$ cat config.mk
export PLATFORM = sky130hd
export DESIGN_NAME = lock_queue_buffer
export DESIGN_NICKNAME = d
export VERILOG_FILES = /design/src/rtl/lq_match.sv /design/src/rtl/lq_first.sv /design/src/rtl/lock_queue_buffer.sv
export SDC_FILE = /design/constraint.sdc
export NUM_CORES = 1
export LEC_CHECK = 0
export ABC_AREA = 0
export CAP_MARGIN = 20
export CORE_MARGIN = 3
export CORE_UTILIZATION = 25
export CTS_CLUSTER_SIZE = 40
export DETAILED_ROUTE_END_ITERATION = 12
export DONT_BUFFER_PORTS = 1
export PLACE_DENSITY = 0.4
export SLEW_MARGIN = 20
export SYNTH_ARGS = -nofsm -noshare
export SYNTH_HDL_FRONTEND = slang
export SYNTH_HIERARCHICAL = 1
export SYNTH_SLANG_ARGS = --single-unit
$ cat constraint.sdc
create_clock -name clk -period 5.25 [get_ports clk]
set_clock_uncertainty 0.05 [all_clocks]
set_input_delay 0 -clock clk [delete_from_list [all_inputs] [get_ports clk]]
set_output_delay 0 -clock clk [all_outputs]
set_load 0.01 [all_outputs]
$ cat src/rtl/lq_match.sv
module lq_match #(
  parameter int N = 4,
  parameter int W = 8
) (
  input  logic [N-1:0]        valid_i,
  input  logic [N-1:0][W-1:0] key_i,
  input  logic [W-1:0]        probe_i,
  output logic [N-1:0]        hit_o
);
  // one comparator per slot: the associative search
  for (genvar g = 0; g < N; g++) begin : g_cmp
    assign hit_o[g] = valid_i[g] && (key_i[g] == probe_i);
  end
endmodule

$ cat src/rtl/lq_first.sv
module lq_first #(
  parameter int N  = 4,
  parameter int IW = 2
) (
  input  logic [N-1:0]  req_i,
  output logic          found_o,
  output logic [IW-1:0] idx_o
);
  // lowest set index wins: slot 0 is the oldest entry
  always_comb begin
    found_o = |req_i;
    idx_o   = '0;
    for (int i = N - 1; i >= 0; i--) begin
      if (req_i[i]) idx_o = IW'(i);
    end
  end
endmodule

$ cat src/rtl/lock_queue_buffer.sv
module lock_queue_buffer #(
  parameter int NCORES = 4,
  parameter int ADDR_W = 8
) (
  input  logic                              clk,
  input  logic                              rst,
  input  logic                              acq_valid_i,
  input  logic [$clog2(NCORES)-1:0]         acq_core_i,
  input  logic [ADDR_W-1:0]                 acq_addr_i,
  input  logic                              rel_valid_i,
  input  logic [$clog2(NCORES)-1:0]         rel_core_i,
  input  logic [ADDR_W-1:0]                 rel_addr_i,
  output logic [NCORES-1:0]                 grant_o,
  output logic                              rel_err_o
);
  localparam int CID_W = $clog2(NCORES);
  localparam int CNT_W = $clog2(NCORES + 1);

  // slot storage, kept in age order from slot 0
  logic [NCORES-1:0]             v_q, own_q;
  logic [NCORES-1:0][CID_W-1:0]  cid_q;
  logic [NCORES-1:0][ADDR_W-1:0] adr_q;
  logic [CNT_W-1:0]              cnt_q;

  // ---- release: find the holder slot ----
  logic [NCORES-1:0] rel_amatch, rel_cmatch, rel_hit;
  logic              rel_found;
  logic [CID_W-1:0]  rel_idx;

  lq_match #(.N(NCORES), .W(ADDR_W)) u_rel_addr (
    .valid_i(v_q), .key_i(adr_q), .probe_i(rel_addr_i), .hit_o(rel_amatch));
  lq_match #(.N(NCORES), .W(CID_W)) u_rel_core (
    .valid_i(v_q), .key_i(cid_q), .probe_i(rel_core_i), .hit_o(rel_cmatch));

  assign rel_hit = rel_amatch & rel_cmatch & own_q & {NCORES{rel_valid_i}};

  lq_first #(.N(NCORES), .IW(CID_W)) u_rel_pick (
    .req_i(rel_hit), .found_o(rel_found), .idx_o(rel_idx));

  // ---- close the gap left by the freed slot ----
  logic [NCORES-1:0]             v_sh, own_sh, v1, own1;
  logic [NCORES-1:0][CID_W-1:0]  cid_sh, cid1;
  logic [NCORES-1:0][ADDR_W-1:0] adr_sh, adr1;
  logic [CNT_W-1:0]              cnt1;

  assign v_sh   = {1'b0, v_q[NCORES-1:1]};
  assign own_sh = {1'b0, own_q[NCORES-1:1]};
  assign cid_sh = {{CID_W{1'b0}}, cid_q[NCORES-1:1]};
  assign adr_sh = {{ADDR_W{1'b0}}, adr_q[NCORES-1:1]};
  assign cnt1   = cnt_q - CNT_W'(rel_found);

  always_comb begin
    for (int i = 0; i < NCORES; i++) begin
      if (rel_found && i >= int'(rel_idx)) begin
        v1[i] = v_sh[i]; own1[i] = own_sh[i]; cid1[i] = cid_sh[i]; adr1[i] = adr_sh[i];
      end else begin
        v1[i] = v_q[i];  own1[i] = own_q[i];  cid1[i] = cid_q[i];  adr1[i] = adr_q[i];
      end
    end
  end

  // ---- hand over to the oldest waiter of the released address ----
  logic [NCORES-1:0] wait_amatch, wait_hit, busy_hit;
  logic              w_found;
  logic [CID_W-1:0]  w_idx;

  lq_match #(.N(NCORES), .W(ADDR_W)) u_wait_addr (
    .valid_i(v1 & ~own1), .key_i(adr1), .probe_i(rel_addr_i), .hit_o(wait_amatch));
  assign wait_hit = wait_amatch & {NCORES{rel_found}};

  lq_first #(.N(NCORES), .IW(CID_W)) u_wait_pick (
    .req_i(wait_hit), .found_o(w_found), .idx_o(w_idx));

  // ---- acquire: lock busy if any slot still names the address ----
  lq_match #(.N(NCORES), .W(ADDR_W)) u_busy (
    .valid_i(v1), .key_i(adr1), .probe_i(acq_addr_i), .hit_o(busy_hit));

  logic                          busy, acq_ok;
  logic [NCORES-1:0]             v_n, own_n, grant_n;
  logic [NCORES-1:0][CID_W-1:0]  cid_n;
  logic [NCORES-1:0][ADDR_W-1:0] adr_n;
  logic [CNT_W-1:0]              cnt_n;

  assign busy   = |busy_hit;
  assign acq_ok = acq_valid_i && (int'(cnt1) < NCORES);

  always_comb begin
    v_n = v1; own_n = own1; cid_n = cid1; adr_n = adr1;
    grant_n = '0;
    cnt_n = cnt1;
    if (w_found) begin
      own_n[w_idx] = 1'b1;
      grant_n[cid1[w_idx]] = 1'b1;
    end
    if (acq_ok) begin
      for (int i = 0; i < NCORES; i++) begin
        if (i == int'(cnt1)) begin
          v_n[i] = 1'b1; own_n[i] = !busy; cid_n[i] = acq_core_i; adr_n[i] = acq_addr_i;
        end
      end
      if (!busy) grant_n[acq_core_i] = 1'b1;
      cnt_n = cnt1 + 1'b1;
    end
  end

  always_ff @(posedge clk) begin
    if (rst) begin
      v_q <= '0; own_q <= '0; cid_q <= '0; adr_q <= '0; cnt_q <= '0;
      grant_o <= '0; rel_err_o <= 1'b0;
    end else begin
      v_q <= v_n; own_q <= own_n; cid_q <= cid_n; adr_q <= adr_n; cnt_q <= cnt_n;
      grant_o   <= grant_n;
      rel_err_o <= rel_valid_i && !rel_found;
    end
  end

  // ---- assertions ----
  p_no_overflow_r9: assert property (@(posedge clk) disable iff (rst)
    int'(cnt_q) <= NCORES);
  p_count_r9: assert property (@(posedge clk) disable iff (rst)
    $countones(v_q) == int'(cnt_q));
  p_err_cause_r6: assert property (@(posedge clk) disable iff (rst)
    rel_err_o |-> $past(rel_valid_i));

  for (genvar i = 0; i < NCORES - 1; i++) begin : g_prefix
    p_packed_r9: assert property (@(posedge clk) disable iff (rst)
      v_q[i+1] |-> v_q[i]);
  end

  for (genvar i = 0; i < NCORES; i++) begin : g_pair
    for (genvar j = i + 1; j < NCORES; j++) begin : g_j
      p_single_owner_r4: assert property (@(posedge clk) disable iff (rst)
        !(v_q[i] && v_q[j] && own_q[i] && own_q[j] && adr_q[i] == adr_q[j]));
    end
  end

  for (genvar c = 0; c < NCORES; c++) begin : g_gnt
    logic [NCORES-1:0] holds_c;
    for (genvar s = 0; s < NCORES; s++) begin : g_s
      assign holds_c[s] = v_q[s] && own_q[s] && (cid_q[s] == CID_W'(c));
    end
    p_grant_owner_r2: assert property (@(posedge clk) disable iff (rst)
      grant_o[c] |-> |holds_c);
  end
endmodule

Word-level counts from Yosys, hierarchy flattened:

Cells that the tools add are included.

* input port bits: 24
* bits in registers: 56
* output and inout bits: 5
* logic and storage cells: 139

* add/sub/neg operators: 2
* reduce and logical (&&, ||, !) cells: 30
* order comparisons: 10
* equality and inequality tests: 19
* muxes and demuxes: 57
* bitwise operators: 8

Operators with widths (count)
* $eq A8 B8 Y1: 12
* $mux W8: 9
* $mux W2: 17
* $mux W32: 1
* $logic_and A1 B1 Y1: 24
* $mux W4: 6
* $and A4 B4 Y4: 5
* $mux W1: 19
* $reduce_or A4 Y1: 3
* $lt A2 B3 Y1 const B: 3
* $eq A2 B2 Y1: 4
* $or A4 B4 Y4: 2
* $demux W1 S2: 3
* $eq A3 B3 Y1 const A: 2
* $ge A2 B1 Y1 const B: 3
* $bmux W2 S2: 1
* $ge A1 B2 Y1 const A: 2
* $not A4 Y4: 1
* $add A3 B1 Y3 const B: 1
* $eq A2 B3 Y1 const A: 1
* $logic_not A3 Y1: 1
* $lt A3 B3 Y1 const B: 1
* $mux W3: 1
* $sub A3 B1 Y3: 1
* other kinds (2): 3

Longest topological paths before layout:

Gate-level depths: netlist of the first run.

* word-level depth: 30
* mapped depth: 22
* mapped depth without buffers: 19

Hierarchy:

Netlist of the first run, hierarchy kept.

Modules (own cells, without submodules)
* lock_queue_buffer: instances 1, cells an instance 335, area an instance 2874.0 um^2, seq. area each 1121.1 um^2
* lq_match (u_busy ...): instances 3, cells an instance 56, area an instance 470.5 um^2, seq. area each 0.0 um^2
* lq_match (u_rel_core): instances 1, cells an instance 14, area an instance 105.1 um^2, seq. area each 0.0 um^2
* lq_first: instances 2, cells an instance 7, area an instance 35.0 um^2, seq. area each 0.0 um^2

Least setup slack after synthesis of the first run:

Ideal clock, no wire load.

* path type: register to register
* start: reg adr_q[25] in the netlist's numbering
* end: reg grant_o[0]
* stages on the path, launching flop included: 22
* slack: 1130 ps
* period minus slack after synthesis: 4120 ps
* required time: 5125 ps
* data arrival time: 3995 ps
* cells stage by stage: dfxtp_1 xnor2_1 nand4_1 nor3_2 and4_1 nor2_1 nor3_1 nand2b_4 buf_2 mux2_2 xnor2_1 nand3_1 nor3_2 and2_1 inv_1 a21oi_2 buf_2 inv_1 o21ai_0 o221ai_2 or3b_1 o22ai_1

RTL lines
* start, declared: RTL line lock_queue_buffer.sv:22 `logic [NCORES-1:0][ADDR_W-1:0] adr_q;`
* start signal, assigned: RTL line lock_queue_buffer.sv:111 `v_q <= v_n; own_q <= own_n; cid_q <= cid_n; adr_q <= adr_n; cnt_q <= cnt_n;`
* end signal, assigned: RTL line lock_queue_buffer.sv:112 `grant_o <= grant_n;`
* end, declared: RTL line lock_queue_buffer.sv:13 `output logic [NCORES-1:0] grant_o,`

==> results by group, run 1 <==
Clocking
  • Clock tree from TritonCTS: yes
  • Root buffer selected by CTS: clkbuf_16
  • Clk sink count: 56
  • TritonCTS Buffers: 5
  • Clock-pin slew reported for the worst setup and hold paths after clock tree synthesis: 80 ps
  • Clock latency of the later-clocked register in the worst-skew pair: 310 ps
  • Buffer levels on the longest clock path: 2
  • Maximum level of the CTS H-tree: 2

Logic synthesis
  • Netlist area before placement: 4460 sq um
  • Share of flip-flops with an asynchronous set or reset: 0
  • Synthesized-area fraction occupied by ao, oa, aoi and oai cells: 0.0937
  • Mean cell area of the mapped netlist: 8.40 sq um
  • Sequential share of the synthesized area: 0.251
  • Mux share of post-synthesis cell area: 0.0900
  • Number of synthesized flops with an enable pin: 0
  • Net count after synthesis: 562
  • Area fraction in and, or, nand and nor cells after synthesis: 0.237
  • Top flip-flop cell by instance count after synthesis: dfxtp_1
  • Yosys cell types: 44
  • Post-synthesis share of cell area spent on full adders, half adders and majority gates: 0.0196
  • Flops & latches, synth: 56
  • Syn Inst Count: 531
  • Total of warnings raised by yosys: 6
  • Post-Synth XOR/XNOR Area: 0.208
  • Largest family of logic cells by synthesized area: simple AND/OR/NAND/NOR gates

Power and ir drop
  • Switching Fraction: 0.309
  • Sw Pwr: 0.331 mW
  • VDD IR-drop max: 0.118 mV
  • Clk network pwr share: 0.330
  • Comb pwr share: 0.227
  • Power density relative to cell area: 227 nW/um^2
  • Cell-internal power: 0.741 mW
  • Leakage power of the design: 1.49 nW
  • Sequential share of power: 0.443

Die
  • Number of I/O pins: 29
  • Die width: 140 um
  • Area enclosed by the die boundary: 19,500 sq um
  • Height of the chip: 140 um
  • Number of rows in the core area: 48
  • Area of the core: 17,400 sq um
  • Initial core utilization: 0.257

Placement
  • Half-perimeter wire length after detailed placement: 9.92 mm
  • Total cell area at the placement stage: 4390 sq um
  • Worst setup slack before clock tree synthesis: 565 ps
  • Routability Congestion: 0.794
  • # placed instances: 713
  • Port bufs: 0

Setup path
  • Highest cell delay on the worst timing path: 580 ps
  • Worst Path Arrival: 4940 ps
  • Worst Setup Path Type: flop to flop
  • Sequence of cells on the critical path: xnor2_1, nand4_1, nor3_2, and4_1, nor2_1, nand2_1, a21boi_2, mux2_2, xnor2_1, nand4_1, nor3_2, and2_1, nand2b_1, a21oi_2, inv_1, o21ai_0, o221ai_2, or3b_1, o22ai_1
  • Kind of cell adding the most delay to the critical path: simple AND/OR/NAND/NOR gates
  • Buf/Inv on CP: 1
  • Crit start category: flop
  • Required time worst endpoint: 5440 ps
  • Peak fanout along the critical path: 10
  • Critical-path top delay cell: a21boi_2
  • Crit end category: flop

Detailed routing
  • Drt pass-1 iters: 4
  • Average wire length per cell after detail routing: 19.1 um
  • Drt via density: 4.78
  • Count of routing violations after the opening detailed-route iteration: 204
  • Total via count in the routed design: 3,531
  • Number of nets with antenna violations after detailed routing: 0
  • Total routed wirelength: 14.1 mm
  • DRC Markers: 0

Job
  • Max capacitance violation total: 0

Layout
  • Fillers: 1,884
  • Core occupancy in the finished layout: 0.273
  • Area grow syn2layout: 6.12%
  • Antenna diode instance count: 0
  • Total area of multi-input combinational cells: 2890 sq um
  • Layout net count: 544
  • Fraction of layout instances using a drive strength above 1: 0.117
  • Final cell area excluding filler cells: 4730 sq um
  • FF/Latch Area: 1120 sq um
  • Non-Filler Instances: 739

Timing
  • Achievable Freq: 0.210 GHz
  • Max-slew headroom at the worst pin: 0.550
  • Setup repair after global routing missed its margin: no
  • Worst Tran Pin Value: 673 ps
  • Time the final worst path needs with I/O delays and setup: 4760 ps
  • Final hold violations: 0
  • Final count of negative-setup-slack endpoints: 0
  • Share of the clock period used by the worst path: 0.906
  • Final Slew Violations: 0
  • Setup TNS: 0 ps
  • Worst setup slack after layout: 493 ps

Run status
  • Status: completed

Min path
  • Worst hold path type: input pin to flop

GRT
  • Grt total ovfl: 0
  • Number of global-route vias before repair: 3,700
  • Tot GR Track Use: 0.147
  • Global-route wire length before repair: 22.3 mm
  • Largest net degree at the start of global routing: 58
  • Antenna violations before repair: 0
[layout by cell type, fill, tap and decap left out, types with 2 or more instances in the layout]
cell type,instances
xnor2_1,106
nand2_1,58
dfxtp_1,56
a21oi_1,40
nand3_1,29
nor2_1,27
mux2_2,25
dlygate4sd3_1,17
inv_1,12
mux2i_1,12
nor2b_1,12
nand4_1,12
nor3_2,12
nor3_1,10
nand2b_1,7
a211oi_1,7
ha_1,7
buf_4,7
and2_1,5
nor3b_1,5
and3_1,5
clkbuf_16,5
and4_1,4
o21ai_0,4
a311oi_1,4
nand3b_1,3
o2bb2ai_1,2
o22ai_1,2
clkinv_2,2
a21oi_2,2
[worst min-delay path: cells and delay by family]
| family | cells | cell delay, ps |
|---|---|---|
| buffers and inverters | 1 | 240 |
| AO/OA/AOI/OAI | 1 | 110 |
| AND/OR/NAND/NOR | 1 | 60 |
[synthesized netlist by cell type (all sizes together), types with 2 or more instances]
master / number / area [sq um]
inv: 12 / 45.0
nand2b: 8 / 57.6
nand3b: 3 / 22.5
nor3: 22 / 170
nand4: 12 / 75.1
a211oi: 7 / 52.6
nor2: 27 / 101
xnor2: 106 / 928
mux2i: 12 / 120
nor3b: 6 / 56.3
and4: 4 / 35.0
mux2: 25 / 282
o22ai: 2 / 12.5
dfxtp: 56 / 1120
o21ai: 4 / 20.0
and2: 5 / 31.3
clkbuf: 13 / 51.3
a311oi: 4 / 35.0
a21oi: 42 / 218
buf: 37 / 352
ha: 7 / 87.6
nor2b: 12 / 75.1
nand2: 58 / 218
o2bb2ai: 2 / 17.5
and3: 5 / 31.3
nand3: 29 / 145
[what timing repair did]
item                       4_1_cts  5_1_grt
gates resized for setup          0        0
hold endpoints to repair        56        0
setup buffers                    0        0
setup endpoints to repair        0        0
hold buffers                    18        0
[sequential cells by signal, summed over array words and instances, names as in the netlist]
name,count
adr_q,32
cid_q,8
cnt_q,3
grant_o,4
own_q,4
rel_err_o,1
v_q,4
[cell type report]
cell class              instances  area share
well taps                     225      0.0595
clock buffers                   5      0.0264
clock inverters                 3     0.00397
inverters                      12     0.00952
repair buffers                 25      0.0529
flip-flops and latches         56       0.237
multi-input cells             413       0.611
[cell families (layout without fill, tap and decap cells)]
kind of cell | Yosys count | in the layout
mux | 37 | 37
compound gates | 67 | 67
flops | 56 | 56
buf+inv | 62 | 45
xor+xnor | 106 | 106
simple gates | 196 | 196
fa+ha+maj | 7 | 7
[power by group through the flow]
stage,logic (mW),registers [mW],clock network (mW)
after CTS,0.246,0.476,0.371
after global routing,0.268,0.479,0.387
after detailed placement,0.218,0.486,0
final,0.243,0.475,0.353
after floorplan,0.214,0.476,0
after global placement,0.217,0.486,0
[per-layer routing]
| layer | GRT usage | vias to the layer above | share of wire |
|---|---|---|---|
| li1 | - | 1751 | - |
| met1 | 0.200 | 1710 | 0.48 |
| met2 | 0.242 | 59 | 0.46 |
| met3 | 0.0278 | 11 | 0.046 |
| met4 | 0.0331 | 0 | 0.014 |
| met5 | 0 | - | 0 |
[worst paths after layout]
path / from / endpoint / slack (ps) / depth (start not counted)
min reg2reg: cid_q[1] / cid_q[1] / 500 / 2
max: adr_q[10] / grant_o[0] / 490 / 19
min: acq_valid_i / cid_q[3] / 100 / 3
max reg2reg: adr_q[10] / grant_o[0] / 490 / 19
[through the flow]
step | hold WS, ps | total power, mW
finish | 97.5 | 1.07
global route | 92.7 | 1.13
CTS | 99.2 | 1.09
detailed placement | 31.0 | 0.704
global placement | 27.4 | 0.703
floorplan | 44.3 | 0.690
Note: power is estimated with default switching activity, not from simulation.
==> inputs of run 2 (changes only) <==
clock period = 6.1 ns   (was 5.25 ns; I/O delays follow)
==> results by group, run 2 (synthesis gave the netlist of run 1 again) <==
Timing
  • Setup TNS: 0 ps
  • Final hold violations: 0
  • Max-slew headroom at the worst pin: 0.320
  • Final count of negative-setup-slack endpoints: 0
  • Worst Tran Pin Value: 1010 ps
  • Time the final worst path needs with I/O delays and setup: 5140 ps
  • Achievable Freq: 0.195 GHz
  • Share of the clock period used by the worst path: 0.842
  • Final Slew Violations: 0
  • Setup repair after global routing missed its margin: no

Clocking
  • Clock-pin slew reported for the worst setup and hold paths after clock tree synthesis: 80 ps
  • Post-CTS Hold Fix Bufs: 16
  • Post-CTS resize count: 0
  • Buffer levels on the longest clock path: 2
  • Maximum level of the CTS H-tree: 2
  • TritonCTS Buffers: 5
  • Clock latency of the later-clocked register in the worst-skew pair: 310 ps
  • Number of setup buffers added after CTS: 0
  • Clock tree from TritonCTS: yes
  • Root buffer selected by CTS: clkbuf_16
  • Clk sink count: 56

Detailed routing
  • Average wire length per cell after detail routing: 19.1 um
  • Number of nets with antenna violations after detailed routing: 0
  • DRC Markers: 0
  • Count of routing violations after the opening detailed-route iteration: 253
  • Total routed wirelength: 14.0 mm
  • Total via count in the routed design: 3,519
  • Drt pass-1 iters: 4
  • Drt via density: 4.80

Layout
  • Largest register by flop count: adr_q
  • Fraction of layout instances using a drive strength above 1: 0.108
  • Core occupancy in the finished layout: 0.271
  • Registers with the highest flip-flop counts: adr_q: 32 flops, cid_q: 8 flops
  • Non-Filler Instances: 733
  • Layout net count: 538
  • Largest register FFs: 32
  • Most common cell after layout, fill and taps aside: xnor2_1
  • Area grow syn2layout: 5.53%
  • Highest-count cells in the layout ignoring fill and taps: 106 x xnor2_1, 58 x nand2_1, 56 x dfxtp_1, 40 x a21oi_1, 29 x nand3_1
  • Antenna diode instance count: 0

GRT
  • Grt total ovfl: 0
  • Met1 layer usage reported by global route: 0.182
  • GRT busiest layer: met2
  • Global Route met3 Usage: 0.0347
  • Global-route wire length before repair: 21.8 mm
  • Antenna violations before repair: 0
  • Met2 capacity usage during global routing: 0.247
  • Tot GR Track Use: 0.143
  • Number of global-route vias before repair: 3,553
  • Largest net degree at the start of global routing: 58

Placement
  • Port bufs: 0
  • Half-perimeter wire length after detailed placement: 9.85 mm
  • # placed instances: 709
  • Routability Congestion: 0.794

Die
  • Number of rows in the core area: 48
  • Height of the chip: 140 um
  • Area of the core: 17,400 sq um
  • Area enclosed by the die boundary: 19,500 sq um
  • Initial core utilization: 0.257
  • Die width: 140 um
  • Number of I/O pins: 29

Setup path
  • Crit start category: flop
  • Peak fanout along the critical path: 23
  • Worst Path Arrival: 5320 ps
  • Worst Setup Path Type: flop to flop
  • End point of the critical path: grant_o[0]
  • Internal reg-to-reg setup slack: 960 ps
  • Worst setup path startpoint: adr_q[2]
  • Crit end category: flop
  • Endpoint of the lowest-slack register-to-register path: grant_o[0]
  • Number of cell instances on the worst register-to-register path: 20
  • Startpoint of the most critical register-to-register path: adr_q[2]
  • Required time worst endpoint: 6280 ps

Power and ir drop
  • Power density relative to cell area: 206 nW/um^2
  • VDD IR-drop max: 0.110 mV
  • Leakage power of the design: 1.46 nW

Run status
  • Status: completed

Min path
  • Count of cells along the worst hold path: 3
  • Worst hold path type: input pin to flop

Job
  • Max capacitance violation total: 0
run 2: cell count changes in the layout (fill, tap and decap cells not counted), sizes merged:
cell | before | now
clkinv | 3 | 0
dlygate4sd3 | 17 | 15
buf | 8 | 4
inv | 12 | 13
clkbuf | 5 | 6
bufinv | 0 | 1
run 2: metal layers:
layer,vias to the layer above,part of all wire,routed length (um)
met4,0,0.011,157
met5,-,0,0
met3,11,0.043,603
met2,60,0.50,6920
li1,1743,-,-
met1,1705,0.45,6290
run 2: how the worst min path moves through the flow:
stage                             start    endpoint  slack, ps
after floorplan           acq_core_i[0]  grant_o[0]         40
after global placement              rst      v_q[3]         30
after detailed placement            rst    cid_q[6]         30
after CTS                   acq_valid_i   adr_q[30]        220
after global routing        acq_valid_i   adr_q[27]        250
final                       acq_valid_i   adr_q[30]        210
run 2: where the power goes:
group / total, mW / internal [mW] / switching [mW]
logic: 0.213 / 0.0971 / 0.116
clock network: 0.347 / 0.196 / 0.150
registers: 0.408 / 0.388 / 0.0202
total: 0.968 / 0.681 / 0.286
run 2: stage by stage:
stage	setup slack, ps	cell area, sq um	hold slack (ps)	power (mW)
finish	961	4710	206	0.968
global route	610	4710	247	1.02
CTS	1000	4710	218	0.977
detailed placement	1040	4360	29.5	0.607
global placement	1050	4360	27.8	0.608
floorplan	1980	4460	44.3	0.594
run 2: cell type report:
cell class | count | area, sq um
Timing Repair Buffer | 19 | 200
Fill cell | 1853 | 12600
Tap cell | 225 | 282
Inverter | 12 | 45.0
Sequential cell | 56 | 1120
Clock inverter | 2 | 38.8
Multi-Input combinational cell | 413 | 2890
Clock buffer | 6 | 129
run 2: worst max-delay path, stage by stage, from the launching register on:
cell	delay (ps)
dfxtp_1	330
xnor2_1	290
nand2_1	120
nor3_2	220
and4_1	290
nor2_1	70
nand2_1	60
buf_4	280
a21boi_2	840
mux2_2	470
xnor2_1	140
nand4_1	200
nor3_2	50
and2_1	160
nand2b_1	150
a21oi_2	360
inv_1	100
o21ai_0	220
o221ai_2	150
or3b_1	360
o22ai_1	150
==> inputs of run 3 (changes only) <==
ABC_AREA = 1   (was 0)
PLACE_DENSITY = 0.42   (was 0.4)
clock period = 4.6 ns   (was 6.1 ns; I/O delays follow)
==> results by group, run 3 <==
Logic synthesis
  • Total of warnings raised by yosys: 6
  • Post-Synth XOR/XNOR Area: 0.0420
  • Largest family of logic cells by synthesized area: simple AND/OR/NAND/NOR gates
  • Number of synthesized flops with an enable pin: 0
  • Mux share of post-synthesis cell area: 0
  • Synth cell count leaders: 300 x nand2_1, 135 x inv_1, 88 x nor2_1
  • Flops & latches, synth: 56
  • Synth top area share: 0.236
  • Syn Inst Count: 863
  • Synthesized-area fraction occupied by ao, oa, aoi and oai cells: 0.156
  • Share of flip-flops with an asynchronous set or reset: 0
  • Yosys cell types: 34
  • Net count after synthesis: 894
  • Top flip-flop cell by instance count after synthesis: dfxtp_1
  • Netlist area before placement: 4760 sq um
  • Mean cell area of the mapped netlist: 5.52 sq um
  • Area fraction in and, or, nand and nor cells after synthesis: 0.385
  • Dominant cell by count in the synthesized netlist: nand2_1
  • Post-synthesis share of cell area spent on full adders, half adders and majority gates: 0.0184
  • Sequential share of the synthesized area: 0.235
  • Library cell with the largest summed area after synthesis: nand2_1
  • Top post-synthesis cells by area: nand2_1 24%, dfxtp_1 24%, inv_1 11%

Timing
  • Share of the clock period used by the worst path: 0.883
  • Final hold slack: 48.5 ps
  • Setup TNS: 0 ps
  • Time the final worst path needs with I/O delays and setup: 4060 ps
  • Final count of negative-setup-slack endpoints: 0
  • Max-slew headroom at the worst pin: 0.544
  • Worst setup slack after layout: 538 ps
  • Final hold violations: 0
  • Worst Tran Pin Value: 681 ps
  • Final Slew Violations: 0
  • Achievable Freq: 0.246 GHz

GRT
  • Global-route wire length before repair: 27.1 mm
  • Largest net degree at the start of global routing: 31
  • Grt total ovfl: 0
  • Number of global-route vias before repair: 4,618
  • Tot GR Track Use: 0.172
  • Antenna violations before repair: 0

Die
  • Area of the core: 18,300 sq um
  • Initial core utilization: 0.260
  • Area enclosed by the die boundary: 20,700 sq um
  • Height of the chip: 144 um
  • Die width: 144 um
  • Number of I/O pins: 29
  • Number of rows in the core area: 49

Power and ir drop
  • Power density relative to cell area: 249 nW/um^2
  • Sequential share of power: 0.413
  • Switching Fraction: 0.328
  • Cell-internal power: 0.891 mW
  • Sw Pwr: 0.434 mW
  • Leakage power of the design: 2.46 nW
  • VDD IR-drop max: 0.136 mV
  • Clk network pwr share: 0.347
  • Comb pwr share: 0.240

Clocking
  • Clock-pin slew reported for the worst setup and hold paths after clock tree synthesis: 80 ps
  • Root buffer selected by CTS: clkbuf_16
  • Clock tree from TritonCTS: yes
  • Clock latency of the later-clocked register in the worst-skew pair: 310 ps
  • Clk sink count: 56
  • Number of setup buffers added after CTS: 0
  • Buffer levels on the longest clock path: 2
  • TritonCTS Buffers: 5
  • Maximum level of the CTS H-tree: 2

Setup path
  • End point of the critical path: grant_o[1]
  • Endpoint of the lowest-slack register-to-register path: grant_o[1]
  • Crit end category: flop
  • Peak fanout along the critical path: 9
  • Crit start category: flop
  • Required time worst endpoint: 4790 ps
  • Startpoint of the most critical register-to-register path: adr_q[26]
  • Worst Setup Path Type: flop to flop
  • Worst Path Arrival: 4250 ps
  • Internal reg-to-reg setup slack: 540 ps
  • Worst setup path startpoint: adr_q[26]
  • Number of cell instances on the worst register-to-register path: 23

Layout
  • Registers with the highest flip-flop counts: adr_q: 32 flops, cid_q: 8 flops
  • Area grow syn2layout: 11.6%
  • Most common cell after layout, fill and taps aside: nand2_1
  • Layout net count: 903
  • Largest register FFs: 32
  • Antenna diode instance count: 0
  • Largest register by flop count: adr_q
  • Fraction of layout instances using a drive strength above 1: 0.0836
  • Highest-count cells in the layout ignoring fill and taps: 298 x nand2_1, 135 x inv_1, 87 x nor2_1, 55 x a21oi_1, 55 x dfxtp_1

Detailed routing
  • DRC Markers: 0
  • Total via count in the routed design: 4,990
  • Number of nets with antenna violations after detailed routing: 0
  • Count of routing violations after the opening detailed-route iteration: 427
  • Total routed wirelength: 17.6 mm
  • Drt pass-1 iters: 7
  • Drt via density: 4.53
  • Average wire length per cell after detail routing: 15.9 um

Placement
  • Worst setup slack before clock tree synthesis: 334 ps
  • Routability Congestion: 0.805
  • Half-perimeter wire length after detailed placement: 13.5 mm
  • Port bufs: 0

Job
  • Max capacitance violation total: 0

Min path
  • Worst hold path type: input pin to flop

Run status
  • Status: completed
==> run 3: cells by family after synthesis <==
logic type      after synthesis
compound gates              135
buf+inv                     191
simple gates                452
xor+xnor                     22
flops                        56
fa+ha+maj                     7
==> run 3: worst min-delay path by stage <==
| stage | end | start | cells past startpoint | slack [ps] |
|---|---|---|---|---|
| after global routing | adr_q[31] | rst | 3 | 90 |
| after CTS | adr_q[31] | rst | 3 | 70 |
| after floorplan | cid_q[0] | rst | 1 | 30 |
| after global placement | v_q[3] | rst | 1 | 20 |
| final | adr_q[30] | rst | 3 | 50 |
| after detailed placement | grant_o[2] | rst | 1 | 30 |
==> run 3: power groups by stage <==
stage | logic (mW) | clock network, mW | registers (mW)
final | 0.318 | 0.460 | 0.547
after global placement | 0.303 | 0 | 0.558
after CTS | 0.317 | 0.481 | 0.547
after detailed placement | 0.299 | 0 | 0.558
after global routing | 0.362 | 0.493 | 0.552
after floorplan | 0.242 | 0 | 0.549
==> run 3: layout make-up <==
type	instances	area [sq um]
inverters	170	653
repair buffers	23	208
multi-input cells	616	2880
clock inverters	3	42.5
well taps	229	287
clock buffers	5	125
fillers	2109	13000
flip-flops and latches	56	1120
==> run 3: per-stage QoR <==
stage / utilization / total power, mW / cell area (sq um) / std cells
finish: 0.290 / 1.33 / 5310 / 1102
global route: 0.290 / 1.41 / 5310 / 1102
global placement: 0.272 / 0.861 / 4990 / 1080
CTS: 0.289 / 1.34 / 5300 / 1102
floorplan: - / 0.791 / 4760 / 863
detailed placement: 0.272 / 0.857 / 4990 / 1080
==> run 3: repair_timing <==
action	4_1_cts	5_1_grt
endpoints found under the setup margin	0	5
hold endpoints to repair	53	0
hold buffers	14	0
resized for setup	0	11
==> run 3: per-layer routing <==
metal / track usage / vias up / wire (um)
li1: - / 2651 / -
met1: 0.261 / 2218 / 9130
met2: 0.261 / 109 / 7550
met3: 0.0215 / 12 / 650
met4: 0.0367 / 0 / 216
met5: 0 / - / 0
==> run 3: worst max-delay path, stage by stage, from the launching register on <==
cell           delay, ps
dfxtp_1              380
inv_1                 50
nand2_1               50
nand2_1               50
nor2_1               110
nand3_1               90
nor2_1               180
nand3_1              140
nor2_1               140
inv_1                 80
nand4_1              170
buf_4                180
nand2_2              150
buf_4                210
o21ai_0              320
inv_1                 80
a21boi_0             130
nand3_1              100
nor2_1                70
nor4_2               260
buf_4                210
nand4_1               90
dlygate4sd3_1        570
a21oi_1              140
